## src/rtl/spi3w_pkg.sv

```systemverilog
package spi3w_pkg;

  typedef enum logic [1:0] {
    ST_IDLE,
    ST_LOW,
    ST_HIGH,
    ST_TAIL
  } seq_state_t;

  localparam int WLEN_BITS = 2;

  // last counter value of a half-period; a length of zero behaves as one
  function automatic logic [15:0] half_last(input logic [15:0] len);
    return (len == 16'd0) ? 16'd0 : len - 16'd1;
  endfunction

endpackage

```

## src/rtl/spi3w_half_timer.sv

```systemverilog
module spi3w_half_timer #(
  parameter int HP_W = 8
) (
  input  logic            clk,
  input  logic            rst_n,
  input  logic            run,
  input  logic [HP_W-1:0] half_len,
  output logic            tick
);
  import spi3w_pkg::*;

  logic [HP_W-1:0] cnt_q;
  logic [HP_W-1:0] last_v;
  logic [15:0]     last_w;

  assign last_w = half_last(16'(half_len));
  assign last_v = last_w[HP_W-1:0];
  assign tick   = run && (cnt_q == last_v);

  always_ff @(posedge clk) begin
    if (!rst_n)            cnt_q <= '0;
    else if (!run || tick) cnt_q <= '0;
    else                   cnt_q <= cnt_q + 1'b1;
  end

  AST_TIMER_IDLE_ZERO: assert property (@(posedge clk) disable iff (!rst_n)
    !run |=> (cnt_q == '0));

endmodule

```

## src/rtl/spi3w_frame_seq.sv

```systemverilog
module spi3w_frame_seq #(
  parameter int ADDR_W = 13,
  parameter int DATA_W = 8,
  parameter int HP_W   = 8
) (
  input  logic              clk,
  input  logic              rst_n,
  input  logic              cmd_valid,
  input  logic              cmd_read,
  input  logic [ADDR_W-1:0] cmd_addr,
  input  logic [DATA_W-1:0] cmd_wdata,
  input  logic [HP_W-1:0]   half_period,
  input  logic              tick,
  output logic [HP_W-1:0]   hp_q,
  output logic              busy,
  output logic              cs_n,
  output logic              sclk,
  output logic              sdio_o,
  output logic              sdio_oe,
  output logic              sample_en,
  output logic              commit_rd,
  output logic              done
);
  import spi3w_pkg::*;

  localparam int INSTR_W = 1 + WLEN_BITS + ADDR_W;
  localparam int FRAME_W = INSTR_W + DATA_W;
  localparam int CNT_W   = $clog2(FRAME_W);
  localparam logic [CNT_W-1:0] LAST_BIT  = CNT_W'(FRAME_W - 1);
  localparam logic [CNT_W-1:0] LAST_INST = CNT_W'(INSTR_W - 1);
  localparam logic [CNT_W-1:0] FIRST_DAT = CNT_W'(INSTR_W);

  function automatic logic [FRAME_W-1:0] build_frame(
    input logic rd, input logic [ADDR_W-1:0] a, input logic [DATA_W-1:0] d);
    logic [INSTR_W-1:0] ins;
    ins = {rd, {WLEN_BITS{1'b0}}, a};
    return {ins, rd ? {DATA_W{1'b0}} : d};
  endfunction

  seq_state_t         state_q;
  logic [FRAME_W-1:0] frame_q;
  logic [CNT_W-1:0]   bit_cnt_q;
  logic               rd_q;

  // named internal events
  logic accept_ev, rise_ev, fall_ev, end_ev, in_data;
  assign accept_ev = (state_q == ST_IDLE) && cmd_valid;
  assign rise_ev   = (state_q == ST_LOW)  && tick;
  assign fall_ev   = (state_q == ST_HIGH) && tick;
  assign end_ev    = (state_q == ST_TAIL) && tick;
  assign in_data   = (bit_cnt_q >= FIRST_DAT);

  assign busy      = (state_q != ST_IDLE);
  assign sdio_o    = frame_q[FRAME_W-1];
  assign sample_en = rise_ev && rd_q && in_data;
  assign commit_rd = end_ev && rd_q;

  always_ff @(posedge clk) begin
    if (!rst_n) begin
      state_q   <= ST_IDLE;
      frame_q   <= '0;
      bit_cnt_q <= '0;
      rd_q      <= 1'b0;
      hp_q      <= '0;
      cs_n      <= 1'b1;
      sclk      <= 1'b0;
      sdio_oe   <= 1'b0;
      done      <= 1'b0;
    end else begin
      done <= 1'b0;
      unique case (state_q)
        ST_IDLE: if (accept_ev) begin
          frame_q   <= build_frame(cmd_read, cmd_addr, cmd_wdata);
          rd_q      <= cmd_read;
          hp_q      <= half_period;
          bit_cnt_q <= '0;
          cs_n      <= 1'b0;
          sdio_oe   <= 1'b1;
          state_q   <= ST_LOW;
        end
        ST_LOW: if (rise_ev) begin
          sclk    <= 1'b1;
          state_q <= ST_HIGH;
        end
        ST_HIGH: if (fall_ev) begin
          sclk <= 1'b0;
          if (bit_cnt_q == LAST_BIT) begin
            state_q <= ST_TAIL;
          end else begin
            bit_cnt_q <= bit_cnt_q + 1'b1;
            frame_q   <= frame_q << 1;
            if (rd_q && bit_cnt_q == LAST_INST) sdio_oe <= 1'b0;
            state_q   <= ST_LOW;
          end
        end
        ST_TAIL: if (end_ev) begin
          cs_n    <= 1'b1;
          sdio_oe <= 1'b0;
          done    <= 1'b1;
          state_q <= ST_IDLE;
        end
        default: state_q <= ST_IDLE;
      endcase
    end
  end

  AST_BIT_CNT_RANGE: assert property (@(posedge clk) disable iff (!rst_n)
    bit_cnt_q <= LAST_BIT);
  AST_CMD_IGNORED_BUSY: assert property (@(posedge clk) disable iff (!rst_n)
    (busy && cmd_valid) |=> ($stable(hp_q) && $stable(rd_q)));
  AST_DRIVE_INSTR: assert property (@(posedge clk) disable iff (!rst_n)
    (!cs_n && !in_data) |-> sdio_oe);
  AST_READ_RELEASED: assert property (@(posedge clk) disable iff (!rst_n)
    sample_en |-> !sdio_oe);
  AST_SAMPLE_ON_LOW: assert property (@(posedge clk) disable iff (!rst_n)
    sample_en |-> (!sclk && !cs_n));

endmodule

```

## src/rtl/spi3w_rx_capture.sv

```systemverilog
module spi3w_rx_capture #(
  parameter int DATA_W = 8
) (
  input  logic              clk,
  input  logic              rst_n,
  input  logic              sample_en,
  input  logic              sdio_i,
  input  logic              commit,
  output logic [DATA_W-1:0] rd_data
);
  localparam int SC_W = $clog2(DATA_W + 1);

  logic [DATA_W-1:0] shift_q;
  logic [SC_W-1:0]   taken_q;

  always_ff @(posedge clk) begin
    if (!rst_n) begin
      shift_q <= '0;
      taken_q <= '0;
      rd_data <= '0;
    end else begin
      if (sample_en) begin
        shift_q <= {shift_q[DATA_W-2:0], sdio_i};
        taken_q <= taken_q + 1'b1;
      end
      if (commit) begin
        rd_data <= shift_q;
        taken_q <= '0;
      end
    end
  end

  AST_FULL_BYTE: assert property (@(posedge clk) disable iff (!rst_n)
    commit |-> (taken_q == SC_W'(DATA_W)));
  AST_RD_HOLD: assert property (@(posedge clk) disable iff (!rst_n)
    !commit |=> $stable(rd_data));

endmodule

```

## src/rtl/spi3w_reg_master.sv

```systemverilog
module spi3w_reg_master #(
  parameter int ADDR_W = 13,
  parameter int DATA_W = 8,
  parameter int HP_W   = 8
) (
  input  logic              clk,
  input  logic              rst_n,
  input  logic              cmd_valid,
  input  logic              cmd_read,
  input  logic [ADDR_W-1:0] cmd_addr,
  input  logic [DATA_W-1:0] cmd_wdata,
  input  logic [HP_W-1:0]   half_period,
  output logic              busy,
  output logic              done,
  output logic [DATA_W-1:0] rd_data,
  output logic              spi_cs_n,
  output logic              spi_sclk,
  output logic              sdio_o,
  output logic              sdio_oe,
  input  logic              sdio_i
);

  logic [HP_W-1:0] hp_q;
  logic            tick, sample_en, commit_rd;

  spi3w_half_timer #(.HP_W(HP_W)) u_timer (
    .clk      (clk),
    .rst_n    (rst_n),
    .run      (busy),
    .half_len (hp_q),
    .tick     (tick)
  );

  spi3w_frame_seq #(.ADDR_W(ADDR_W), .DATA_W(DATA_W), .HP_W(HP_W)) u_seq (
    .clk         (clk),
    .rst_n       (rst_n),
    .cmd_valid   (cmd_valid),
    .cmd_read    (cmd_read),
    .cmd_addr    (cmd_addr),
    .cmd_wdata   (cmd_wdata),
    .half_period (half_period),
    .tick        (tick),
    .hp_q        (hp_q),
    .busy        (busy),
    .cs_n        (spi_cs_n),
    .sclk        (spi_sclk),
    .sdio_o      (sdio_o),
    .sdio_oe     (sdio_oe),
    .sample_en   (sample_en),
    .commit_rd   (commit_rd),
    .done        (done)
  );

  spi3w_rx_capture #(.DATA_W(DATA_W)) u_rx (
    .clk       (clk),
    .rst_n     (rst_n),
    .sample_en (sample_en),
    .sdio_i    (sdio_i),
    .commit    (commit_rd),
    .rd_data   (rd_data)
  );

  AST_IDLE_QUIET: assert property (@(posedge clk) disable iff (!rst_n)
    !busy |-> (spi_cs_n && !spi_sclk && !sdio_oe));
  AST_SCLK_NEEDS_CS: assert property (@(posedge clk) disable iff (!rst_n)
    spi_sclk |-> !spi_cs_n);
  AST_DONE_PULSE: assert property (@(posedge clk) disable iff (!rst_n)
    done |=> !done);
  AST_DONE_ENDS_BUSY: assert property (@(posedge clk) disable iff (!rst_n)
    done |-> (!busy && $past(busy) && spi_cs_n));

endmodule

```

## config.mk

```make
export PLATFORM = sky130hd
export DESIGN_NAME = spi3w_reg_master
export DESIGN_NICKNAME = d
export VERILOG_FILES = /design/src/rtl/spi3w_pkg.sv /design/src/rtl/spi3w_half_timer.sv /design/src/rtl/spi3w_frame_seq.sv /design/src/rtl/spi3w_rx_capture.sv /design/src/rtl/spi3w_reg_master.sv
export SDC_FILE = /design/constraint.sdc
export NUM_CORES = 1
export LEC_CHECK = 0
export BUFFER_PORTS_ARGS = -buffer_cell sky130_fd_sc_hd__buf_2
export CAP_MARGIN = 20
export CORE_MARGIN = 10
export CORE_UTILIZATION = 50
export DETAILED_ROUTE_END_ITERATION = 12
export GPL_ROUTABILITY_DRIVEN = 0
export PLACE_DENSITY = 0.71
export SLEW_MARGIN = 20
export SYNTH_ARGS = -nofsm -noshare
export SYNTH_HDL_FRONTEND = slang
export SYNTH_SLANG_ARGS = --single-unit
```

## constraint.sdc

```tcl
create_clock -name clk -period 6 [get_ports clk]
set_input_delay 0.9 -clock clk [delete_from_list [all_inputs] [get_ports clk]]
set_output_delay 0.9 -clock clk [all_outputs]
set_load 0.005 [all_outputs]
```

== Word level (Yosys, flattened, before mapping) ==
Index checks and enable logic that the tools add are counted.

* Logic and storage cells: 84
* Bits in registers: 68
* Input bits: 34
* Output and inout port bits: 14

* Multiplexer cells: 29
* Add/subtract/negate cells: 3
* Eq/ne operators: 12
* Bitwise operators: 1
* $lt $le $gt $ge: 1
* Reductions and logical operators: 26

{| class="wikitable"
|+ Operator list
! operator !! count
|-
| 24-bit 2-to-1 mux || 3
|-
| 24-bit one-hot mux with 2 select lines || 1
|-
| 8-bit 2-to-1 mux || 2
|-
| 5-bit 2-to-1 mux || 3
|-
| 1-bit 2-to-1 mux || 10
|-
| 2-bit 2-to-1 mux || 5
|-
| 5-bit one-hot mux with 2 select lines || 1
|-
| 1-bit logical AND || 9
|-
| 8-bit by 1-bit adder with 8-bit output, second input constant || 1
|-
| 8-bit equality test || 1
|-
| 8-bit logical NOT || 1
|-
| 2-bit by 1-bit inequality test with 1-bit output, second input constant || 4
|-
| 2-bit one-hot mux with 4 select lines || 1
|-
| 4-bit AND reduction || 2
|-
| 2-bit nonzero test || 4
|-
| 8-bit by 1-bit subtractor with 8-bit output, second input constant || 1
|-
| 3-bit AND reduction || 2
|-
| 6-bit AND reduction || 1
|-
| 5-bit by 1-bit adder with 5-bit output, second input constant || 1
|-
| 5-bit by 4-bit equality test with 1-bit output, second input constant || 1
|-
| 5-bit equality test, second input constant || 1
|-
| 5-bit greater-or-equal comparator, second input constant || 1
|-
| 2-bit equality test, second input constant || 2
|-
| 2-bit inequality test, second input constant || 2
|-
| other kinds (10) || 12
|}

== Longest topological paths before layout ==
* Depth in word-level cells: 7
* Depth in mapped cells: 12
* Depth with buffers taken out: 9

== By module ==
A second synthesis with hierarchy kept.

* Cell total of the unflattened synthesis: 365
* Area, all modules: 3430.8 um2

{| class="wikitable"
|+ Modules (own cells, without submodules)
! module !! cells each !! seq. area each (um2) !! instances !! area each (um2)
|-
| spi3w_frame_seq || 227 || 880.8 || 1 || 2089.5
|-
| spi3w_half_timer || 87 || 160.2 || 1 || 733.2
|-
| spi3w_rx_capture || 51 || 320.3 || 1 || 608.1
|}

== Worst setup path after synthesis ==
OpenSTA, ideal clock, no wires.

* Kind: register -> register
* Start: reg u_seq.hp_q[0]
* End: reg u_seq.frame_q[11]
* Data required time: 5881 ps
* Setup slack: 3175 ps
* Path buffers: 1
* Library setup time: 119 ps
* Cell stages (with the launch flop): 11
* Period minus slack after synthesis: 2825 ps
* Arrival: 2706 ps
* Cell sequence: dfxtp_1 -> inv_1 -> ha_1 -> or4b_4 -> or4b_1 -> nand3_1 -> nor3_1 -> nor2_2 -> nand4_4 -> buf_6 -> o221a_2

* Word-level cells in the longest chain between the ends: 7
* Elaborated cells between the ends (all ways): 8
* Classes of those cells: add/sub (1); eq/ne (2); mux (1); reduce/logical (4)

{| class="wikitable"
|+ RTL lines
! what !! line !! text
|-
| start, declared || spi3w_frame_seq.sv:14 || <nowiki>output logic [HP_W-1:0] hp_q,</nowiki>
|-
| start signal, assigned || spi3w_frame_seq.sv:75 || <nowiki>hp_q <= half_period;</nowiki>
|-
| 8-bit by 1-bit subtractor with 8-bit output or 8-bit logical NOT (tied branches) || spi3w_pkg.sv:14 || <nowiki>return (len == 16'd0) ? 16'd0 : len - 16'd1;</nowiki>
|-
| 8-bit 2-to-1 mux * || spi3w_pkg.sv:14 ||
|-
| 8-bit equality test * || spi3w_half_timer.sv:18 || <nowiki>assign tick = run && (cnt_q == last_v);</nowiki>
|-
| 1-bit logical AND * || spi3w_half_timer.sv:18 ||
|-
| 1-bit logical AND * || spi3w_frame_seq.sv:49 || <nowiki>assign fall_ev = (state_q == ST_HIGH) && tick;</nowiki>
|-
| 2-bit by 1-bit inequality test with 1-bit output (no source line) * || n/a ||
|-
| 4-bit AND reduction (no source line) * || n/a ||
|-
| end signal, assigned || spi3w_frame_seq.sv:73 || <nowiki>frame_q <= build_frame(cmd_read, cmd_addr, cmd_wdata);</nowiki>
|-
| end signal, assigned || spi3w_frame_seq.sv:91 || <nowiki>frame_q <= frame_q << 1;</nowiki>
|-
| end, declared || spi3w_frame_seq.sv:41 || <nowiki>logic [FRAME_W-1:0] frame_q;</nowiki>
|}

Every way passes the cells marked *; elsewhere a longest branch is shown, timed or not.
A chain may end at the register's enable or synchronous reset.

== Worst setup path in the final report ==
* Start: reg u_seq.hp_q[0]
* End: reg u_seq.frame_q[14]

The elaborated chain is that of the path after synthesis.

==> impl_metrics.toml <==
[status]
status = "finished clean"

[setup_path]
slowest_stage = "or4b_1"
rrSetupSlack_ns = 2.76
worstSetupEndpointType = "flip-flop"
required_ns = 6.22
critPathKind = "flip-flop to flip-flop"
arrival_ns = 3.45
critPathTopFamily = "simple AND/OR/NAND/NOR gates"
ff2ff_path_depth = 9
cp-start-kind = "flip-flop"
cp_max_fo = 19
path_cells = "inv_1, ha_1, or4b_1, a2bb2oi_1, o32ai_1, and3b_1, and2_0, nand4_4, o221a_2"
cp_num_buf_inv = 1
critPathMaxStageDelay_ns = 0.61
cp.depth = 9

[yosys]
ys_ff_latch = 68
yosysUniqueCellTypes = 61
synth_top_area_share_pct = 41.35
synth_common_cells = "dfxtp_1 (68), nor2_1 (45), nand2_1 (44), a21oi_1 (23), mux2i_1 (22)"
syn_avg_cell_area_um2 = 8.802
synth_cells = 374
synth_largest_area_cell = "dfxtp_1"
synthTopCellsByArea = "dfxtp_1 (41%), o221a_2 (6.8%), mux2i_1 (6.7%)"
syn-num-nets = 412
ys_seq_area_share_pct = 41.35
async_reset_ff_share_pct = 0
synth_top_flop_cell = "dfxtp_1"
synth-edff-count = 0
yosysWarnings = 0
synth_area_um2 = 3292
yosysMostFrequentCell = "dfxtp_1"

[min_path]
hold_depth = 2
hp-class = "flip-flop to flip-flop"

[timing]
holdWs_ns = 0.4569
slew_violations = 0
finalHoldViolations = 0
setup_tns_ns = 0
worst_pin_slew_ns = 0.7670
fin_crit_sh_pct = 53.94
max_freq_mhz = 309.0
setup_viol = 0
fin_skew_ns = 0.006745
rsz0062_at_grt = "false"
relSlewSlack_pct = 48.86
min_period_ns = 3.236

[grt]
grt_usage_pct = 15.09
antenna_found_initial = 0
grtUsageMet2_pct = 24.51
grt_pass1_vias = 2794
grt_max_degree = 38
grt_pass1_wl_um = 12940
gr-total-overflow = 0
grt-busiest-layer = "met2"
gr-usage-met3_pct = 5.037
use_met1_pct = 18.56

[cells_and_area]
diodes = 0
post-route-util_pct = 57.99
finalNetCount = 448
fill_cells = 598
synthToLayoutAreaGrowth_pct = 12.50
drive_above_1_share_pct = 22.28

[die]
die_y_um = 101.1
die_area_um2 = 10230
io_pins = 48
core_um2 = 6386
initial_core_util_pct = 51.55
num_rows = 29
die_w_um = 101.1

[pwr]
p_leak_uw = 0.001480
peakVddDrop_v = 0.0001675
powerDensity_nw_per_um2 = 299.6

[flow_run]
cap_violations = 0

[routing]
viasPerCell = 5.722
routed_wl_um = 7427
wl_per_cell_um = 15.16
drt_first_pass_iters = 4
postRouteAntennaNets = 0
dr.first_iter.drc_count = 131
via_count = 2804
drc = 0

[place]
port_buffers = 47
hpwl_um = 5132

[clock_network]
postCtsSetupRepairBufs = 0
cts.clk_slew.worst_paths_ns = 0.07
cts.sinks = 68
cts_resized = 0
htree_levels = 3
postCtsHoldBufs = 0
ctsRootBufferMaster = "clkbuf_8"
numCtsBuffers = 9
clk_latency_ns = 0.33
clockBufferDepth = 2
cts_tree = "built"
area by class of cell:
type	count	area, um2	area share (%)
tap	77	96.34	2.601
clock inverter	2	12.51	0.3378
multi-input combinational	273	1784	48.18
clock buffer	12	145.1	3.919
timing repair buffer	49	270.3	7.297
inverter	9	33.78	0.9122
sequential	68	1361	36.76
cells in the final DEF (no fill, tap or decap), types with 8 or more instances in the layout:
cell type,count
a21oi_1,23
buf_2,47
clkbuf_8,10
dfxtp_1,68
inv_1,8
mux2i_1,22
nand2_1,43
nand2b_1,9
nand3_1,18
nor2_1,45
o221a_2,20
through the flow:
| stage | instance area, um2 | instances | setup WS (ns) | total power [uW] |
|---|---|---|---|---|
| floorplan | 3292 | 374 | 3.175 | 741.2 |
| global placement | 3516 | 475 | 2.821 | 793.8 |
| detailed placement | 3516 | 475 | 2.803 | 800.5 |
| CTS | 3674 | 489 | 2.819 | 1118 |
| global route | 3704 | 490 | 2.577 | 1179 |
| finish | 3704 | 490 | 2.764 | 1109 |
tightest hold or removal path: cells and delay by family, from the launching register on:
kind             cells  cell delay, ns
AND/OR/NAND/NOR      1            0.05
multiplexers         1            0.05
flip-flops           1            0.31
logic make-up after synthesis:
group / count (synthesis) / share of synthesized area, %
compound gates: 77 / 18.36
xor+xnor: 9 / 2.395
fa+ha+maj: 4 / 1.520
buf+inv: 33 / 4.523
flops: 68 / 41.35
mux: 22 / 6.689
simple gates: 161 / 25.16
layer usage:
layer	part of all wire (%)	vias up
li1	-	1426
met1	45	1308
met2	49	63
met3	5.5	7
met4	0.77	0
met5	0	-
worst paths after layout:
check	startpoint	end
setup / recovery	u_seq.hp_q[0]	u_seq.frame_q[14]
setup reg to reg	u_seq.hp_q[0]	u_seq.frame_q[14]
hold reg to reg	u_rx.rd_data[5]	u_rx.rd_data[5]
hold / removal	u_rx.rd_data[5]	u_rx.rd_data[5]
registers in the layout, summed over array words and instances (netlist names):
name and flops:
u_seq.bit_cnt_q 5, u_timer.cnt_q 8, u_seq.cs_n 1, u_seq.rd_q 1, u_seq.sdio_oe 1, u_seq.sclk 1
u_rx.shift_q 8, u_seq.state_q 2, u_seq.frame_q 24, u_seq.done 1, u_seq.hp_q 8, u_rx.rd_data 8
power by group:
part,switching (uW),total [uW],internal (uW),leakage (uW)
registers,40.2,530,490,0.000555
clock network,157,314,156,0.0000783
logic,158,265,108,0.000847
total,355,1110,754,0.00148
No activity file was read; power rests on OpenSTA's default activity.
